[config.mk]
export PLATFORM = sky130hd
export DESIGN_NAME = dsp_alu_unit
export DESIGN_NICKNAME = d
export VERILOG_FILES = /design/src/rtl/dsp_alu_unit.sv
export SDC_FILE = /design/constraint.sdc
export NUM_CORES = 1
export LEC_CHECK = 0
export ABC_AREA = 1
export BUFFER_PORTS_ARGS = -buffer_cell sky130_fd_sc_hd__buf_2
export CAP_MARGIN = 10
export CORE_AREA = 2 2 204 286
export DETAILED_ROUTE_END_ITERATION = 10
export DIE_AREA = 0 0 206 288
export GPL_TIMING_DRIVEN = 0
export PLACE_DENSITY = 0.81
export SYNTH_ARGS = -nofsm -noshare
export SYNTH_HDL_FRONTEND = slang
export SYNTH_SLANG_ARGS = --single-unit
[constraint.sdc]
create_clock -name clk -period 5.52 [get_ports clk]
set_clock_uncertainty 0.15 [all_clocks]
set_input_delay 0.276 -clock clk [delete_from_list [all_inputs] [get_ports clk]]
set_output_delay 0.276 -clock clk [all_outputs]
set_load 0.01 [all_outputs]
[src/rtl/dsp_alu_unit.sv]
module dsp_alu_unit #(
  parameter int DW = 32,
  parameter int GW = 8
) (
  input  logic             clk,
  input  logic             rst_n,
  input  logic             issue,
  input  logic [3:0]       op,
  input  logic [1:0]       sx_sel,
  input  logic [1:0]       sy_sel,
  input  logic [2:0]       dz_sel,
  input  logic             use_du,
  input  logic [1:0]       du_sel,
  input  logic             ld_en,
  input  logic [2:0]       ld_sel,
  input  logic [DW-1:0]    ld_data,
  input  logic [2:0]       rd_sel,
  output logic [DW+GW-1:0] rd_data,
  output logic             flag_c,
  output logic             flag_z,
  output logic             flag_n
);
  localparam int AW = DW + GW;

  localparam logic [3:0] OP_ADD  = 4'd0,  OP_SUB  = 4'd1,  OP_ADDC = 4'd2,  OP_SUBC = 4'd3;
  localparam logic [3:0] OP_CMP  = 4'd4,  OP_CPYX = 4'd5,  OP_CPYY = 4'd6,  OP_ABSX = 4'd7;
  localparam logic [3:0] OP_ABSY = 4'd8,  OP_NEGX = 4'd9,  OP_NEGY = 4'd10, OP_CLR  = 4'd11;

  logic [7:0][AW-1:0] rf;

  logic [2:0]    sx_idx, sy_idx, du_idx, wr_idx;
  logic [AW-1:0] opx, opy, src, res;
  logic [AW:0]   ext;
  logic          wr_en, upd_c, upd_zn, is_clr;

  assign sx_idx = {sx_sel[1], sx_sel[1], sx_sel[0]};
  assign sy_idx = 3'd2 + {1'b0, sy_sel};
  assign opx    = rf[sx_idx];
  assign opy    = rf[sy_idx];
  assign src    = (op == OP_ABSY || op == OP_NEGY || op == OP_CPYY) ? opy : opx;
  assign rd_data = rf[rd_sel];

  always_comb begin
    case (du_sel)
      2'd0:    du_idx = 3'd0;
      2'd1:    du_idx = 3'd2;
      2'd2:    du_idx = 3'd6;
      default: du_idx = 3'd7;
    endcase
  end

  always_comb begin
    ext    = '0;
    upd_c  = 1'b0;
    upd_zn = 1'b1;
    wr_en  = issue;
    is_clr = 1'b0;
    case (op)
      OP_ADD:  begin ext = {1'b0, opx} + {1'b0, opy}; upd_c = 1'b1; end
      OP_SUB:  begin ext = {1'b0, opx} - {1'b0, opy}; upd_c = 1'b1; end
      OP_ADDC: begin ext = {1'b0, opx} + {1'b0, opy} + {{AW{1'b0}}, flag_c}; upd_c = 1'b1; end
      OP_SUBC: begin ext = {1'b0, opx} - {1'b0, opy} - {{AW{1'b0}}, flag_c}; upd_c = 1'b1; end
      OP_CMP:  begin ext = {1'b0, opx} - {1'b0, opy}; upd_c = 1'b1; wr_en = 1'b0; end
      OP_CPYX, OP_CPYY: ext = {1'b0, src};
      OP_ABSX, OP_ABSY: begin
        ext   = src[AW-1] ? ({(AW+1){1'b0}} - {1'b0, src}) : {1'b0, src};
        upd_c = 1'b1;
      end
      OP_NEGX, OP_NEGY: begin ext = {(AW+1){1'b0}} - {1'b0, src}; upd_c = 1'b1; end
      OP_CLR:  begin ext = '0; is_clr = 1'b1; upd_zn = 1'b0; end
      default: begin wr_en = 1'b0; upd_zn = 1'b0; end
    endcase
  end

  assign res    = ext[AW-1:0];
  assign wr_idx = ((op == OP_ADD || op == OP_SUB) && use_du) ? du_idx : dz_sel;

  function automatic logic [AW-1:0] fit(input logic [2:0] idx, input logic [AW-1:0] v);
    fit = (idx[2:1] == 2'b11) ? v : {{GW{v[DW-1]}}, v[DW-1:0]};
  endfunction

  always_ff @(posedge clk) begin
    if (!rst_n) begin
      rf     <= '0;
      flag_c <= 1'b0;
      flag_z <= 1'b0;
      flag_n <= 1'b0;
    end else begin
      if (wr_en) rf[wr_idx] <= fit(wr_idx, res);
      if (ld_en) rf[ld_sel] <= {{GW{ld_data[DW-1]}}, ld_data};
      if (issue && upd_c) flag_c <= ext[AW];
      if (issue && upd_zn) begin
        flag_z <= (res == '0);
        flag_n <= res[AW-1];
      end
      if (issue && is_clr) begin
        flag_z <= 1'b1;
        flag_n <= 1'b0;
      end
    end
  end

  assert_reset_state_R1: assert property (@(posedge clk)
    !rst_n |=> (rf == '0) && !flag_c && !flag_z && !flag_n);

  assert_clr_flags_R7: assert property (@(posedge clk) disable iff (!rst_n)
    issue && op == OP_CLR |=> flag_z && !flag_n && $stable(flag_c));

  assert_cmp_no_write_R5: assert property (@(posedge clk) disable iff (!rst_n)
    issue && op == OP_CMP && !ld_en |=> $stable(rf));

  assert_copy_keeps_c_R6: assert property (@(posedge clk) disable iff (!rst_n)
    issue && (op == OP_CPYX || op == OP_CPYY) |=> $stable(flag_c));

  assert_load_wins_R11: assert property (@(posedge clk) disable iff (!rst_n)
    ld_en |=> rf[$past(ld_sel)] == {{GW{$past(ld_data[DW-1])}}, $past(ld_data)});

  assert_idle_no_change_R12: assert property (@(posedge clk) disable iff (!rst_n)
    (!issue || op > OP_CLR) && !ld_en |=> $stable(rf) && $stable(flag_c) && $stable(flag_z) && $stable(flag_n));

  assert_narrow_signext_R9: assert property (@(posedge clk) disable iff (!rst_n)
    rf[0][AW-1:DW-1] == '0 || rf[0][AW-1:DW-1] == '1);
endmodule

==> results of run 1 <==
==> per-layer routing <==
layer / GRT usage / GRT overflow
met5: 0.131 / 0
met4: 0.734 / 24
met3: 0.430 / 0
met2: 0.900 / 26
met1: 0.681 / 0
==> cell families after synthesis <==
family,synth area share
AO/OA/AOI/OAI,0.292
AND/OR/NAND/NOR,0.332
buffers and inverters,0.119
XOR/XNOR,0.0103
flip-flops,0.210
adder cells (fa/ha/maj),0.0362
==> what timing repair did <==
item | CTS
gates resized for setup | 100
hold buffers | 3
pin swaps | 6
hold endpoints to repair | 8
setup buffers | 6
endpoints found under the setup margin | 155
==> metrics by stage <==
stage	hold slack, ns	utilization	setup TNS (ns)	std cells	setup slack (ns)
after global placement	0.374	0.565	-215.95	6152	-2.93
after CTS	0.00390	0.592	0	6216	0.00401
after detailed placement	0.384	0.565	-220.93	6155	-2.93
after floorplan	0.316	-	0	5317	1.41
==> metrics.cfg, run 1 <==
[synth]
yosysUniqueCellTypes = 65
synth_common_cells = nand2_1, a21oi_1, nor2_1
synthArstFlopShare = 0
synth.most_common_cell = nand2_1
synth_seq_cells = 323
syn_nets = 5461
synth_top_area_frac = 0.210
synth_area_leaders = dfxtp_1, nand2_1, a21oi_1
syn_area_sq_mm = 0.0308
yosysSeqAreaShare = 0.210
ys_dominant_reg_cell = dfxtp_1
synth_top_cell_by_area = dfxtp_1
synth_edf_count = 0
yosysWarnings = 0
synth.avg_cell_area_sq_um = 5.79
postSynthCellCount = 5317

[grt]
grt_pass1_wl_um = 295000
grt_pass1_vias = 42210
grt-ovfl-total = 50
grt_usage = 0.682
grt_max_degree = 17

[outcome]
error_line = [ERROR GRT-0116] Global routing finished with congestion. Check the congestion regions in the DRC Viewer.
status = stopped before the end
haltStage = global routing (5_1_grt)

[clocking]
root_buffer = clkbuf_16
numCtsBuffers = 30
cts_num_sinks = 323
h-tree-depth = 1
max-clock-path-buffers = 3

[placed_design]
io_buffers = 93
placed_cell_area_sq_mm = 0.0322
dp_hpwl_um = 146000
gp_congestion = 1.20

[floorplan]
start_util = 0.541
rows = 104
fp.dieH_um = 288
ioPinCount = 99
dieWidth_um = 206

==> run 2: changes to the inputs <==
- CORE_AREA: 2 2 204 286 -> 2 2 281 283
- DIE_AREA: 0 0 206 288 -> 0 0 283 285
- PLACE_DENSITY: 0.81 -> unset
- PLACE_DENSITY_LB_ADDON: unset -> 0.15
==> metrics.cfg, run 2 <==
[critical_path]
r2r_start = rf[122]
start_kind = primary input
r2r_slack_ns = 0.12
worst-path-buf-inv = 6
crit_top_cell = nand2_1
cpPeakStageDelay_ns = 0.47
critPathLaunch = sy_sel[0]
cp.required_ns = 5.85
cpMaxStageDelayCell = ha_2
worst-endpoint-arrival_ns = 5.77
critPathMaxFanout = 10
criticalPathCategory = primary input to register
cp_top_family = simple AND/OR/NAND/NOR gates
reg2reg_to = flag_z
endpoint_kind = register
r2r_cells = 30

[min_path]
hold_depth = 3
hp-start = ld_data[28]
hp-class = primary input to register
holdPathEnd = rf[228]

[placed_design]
pre_cts_ws_ns = -1.95
post-place-cells = 6461
gp_congestion = 1.03
io_buffers = 93
dp_hpwl_um = 143000

[floorplan]
rows = 103
ioPinCount = 99
dieWidth_um = 283
fp.dieH_um = 285
design.core.area_sq_mm = 0.0780
start_util = 0.395
dieArea_sq_mm = 0.0807

[synth]
synth.avg_cell_area_sq_um = 5.79
yosysWarnings = 0
synth_area_leaders = dfxtp_1, nand2_1, a21oi_1
postSynthCellCount = 5317
yosysSeqAreaShare = 0.210
ys_dominant_reg_cell = dfxtp_1
syn_nets = 5461
synth_top_area_frac = 0.210
synthArstFlopShare = 0
synth_top_cell_by_area = dfxtp_1
yosysUniqueCellTypes = 65
synth_seq_cells = 323
synth.most_common_cell = nand2_1
synth_edf_count = 0
syn_area_sq_mm = 0.0308
synth_common_cells = nand2_1, a21oi_1, nor2_1

[final_layout]
area_growth_syn_to_layout_pct = 12.4
final_common_cell = nand2_1
largest_reg_flops = 320
layout-drive-gt1-share = 0.0992
most-common-layout-cells = nand2_1, a21oi_1, inv_1, nor2_1, o21ai_0
regArea_sq_mm = 0.00647
top_register = rf
multiInputGateArea_sq_mm = 0.0213
final_nets = 5604
final.fill_count = 8795
instances_no_fill = 6537

[clocking]
max-clock-path-buffers = 3
cts_num_sinks = 323
cts_tree = built
numCtsBuffers = 36
h-tree-depth = 2
clk_pin_slew_worst_paths_ns = 0.07
clk_latency_ns = 0.56
root_buffer = clkbuf_16

[power_and_ir_drop]
max-vdd-ir-drop_mv = 0.220
power_density_mw_per_mm2 = 257
switchingPower_w = 0.00399
swShare = 0.448
leakage_nw = 14.1
p_comb_frac = 0.423
total_power_w = 0.00891
power.internal_w = 0.00492
p_seq_frac = 0.286
clockPowerShare = 0.291

[sta]
drv_slew = 0
grt_setup_unrepaired = no
hold_violations = 0
slew_headroom = 0.151
worst_slack_ns = 0.0792
tightest_slew_ns = 1.27
clock.fmax_mhz = 184
fin_tns_setup_ns = 0
setup_viol = 0
post-route-period-util = 0.986
post-route-min-period_ns = 5.44

[grt]
grt-ovfl-total = 0
grt_pass1_wl_um = 239000
grt_usage = 0.400
antenna_found_initial = 1
grt_pass1_vias = 35921
grt_max_degree = 14

[routing]
firstDrtPassIters = 7
drc = 0
wire_per_inst_um = 25.7
first_iter_violations = 4449
ant_nets = 0
routed_wl_um = 168000
viasPerCell = 5.90
vias = 38559

[flow_run]
maxCapViolCount = 0

[outcome]
status = complete, no violations

==> run 2: cell counts after synthesis <==
No cell type changed its count.
==> run 2: worst register-to-register path: cells and delay by family, from the launching register on <==
| family | cells | cell delay, ns |
|---|---|---|
| adder cells (fa/ha/maj) | 1 | 0.43 |
| buffers and inverters | 2 | 0.16 |
| flip-flops | 1 | 0.42 |
| AO/OA/AOI/OAI | 1 | 0.14 |
| AND/OR/NAND/NOR | 26 | 4.04 |
==> run 2: final cells by class <==
| cell class | instances | area share |
|---|---|---|
| inverter | 593 | 0.0647 |
| buffer | 304 | 0.0416 |
| multi-input combinational | 4088 | 0.615 |
| sequential | 323 | 0.187 |
| antenna | 1 | 0.0000723 |
| tap | 1050 | 0.0379 |
| timing repair buffer | 114 | 0.0184 |
| clock buffer | 53 | 0.0311 |
| clock inverter | 11 | 0.00398 |
==> run 2: per-stage QoR <==
step	area (sq um)	hold slack (ns)	util
2_1_floorplan	30800	0.316	-
3_3_place_gp	32600	0.375	0.418
3_5_place_dp	32600	0.385	0.418
4_1_cts	34100	0.0157	0.438
5_1_grt	34600	0.0482	0.444
6_report	34600	0.0355	0.444
==> run 2: cell families after synthesis <==
group,after synthesis,share of synthesized area
flops,323,0.210
simple gates,2430,0.332
compound gates,1538,0.292
xor+xnor,32,0.0103
fa+ha+maj,88,0.0362
buf+inv,906,0.119
==> run 2: power by group through the flow <==
| stage | clock network, W | logic, W | registers (W) |
|---|---|---|---|
| after floorplan | 0 | 0.00229 | 0.00255 |
| after global placement | 0 | 0.00347 | 0.00259 |
| after detailed placement | 0 | 0.00348 | 0.00259 |
| after CTS | 0.00259 | 0.00353 | 0.00254 |
| after global routing | 0.00266 | 0.00405 | 0.00256 |
| final | 0.00259 | 0.00376 | 0.00255 |
==> run 2: timing repair <==
item	CTS	global route
hold buffers	1	0
pin swaps	7	14
gates cloned	0	0
endpoints found under the hold margin	1	0
setup buffers	6	13
endpoints found under the setup margin	156	125
gates resized for setup	73	145
==> run 2: how the worst max path moves through the flow <==
stage | end | slack (ns) | depth (start not counted)
after detailed placement | flag_z | -1.95 | 25
after global routing | flag_z | 0.008 | 32
final | flag_z | 0.08 | 27
after floorplan | flag_z | 1.41 | 29
after global placement | flag_z | -1.98 | 25
after CTS | flag_z | 0.002 | 32
==> run 2: routing by layer <==
layer  GRT usage  wire length, um  vias to the layer above
li1            -                -                    18275
met1       0.499            66800                    17876
met2       0.645            74300                     2020
met3      0.0461            13500                      386
met4       0.280            13500                        2
met5           0               11                        -
Note: power is estimated with default switching activity, not from simulation.
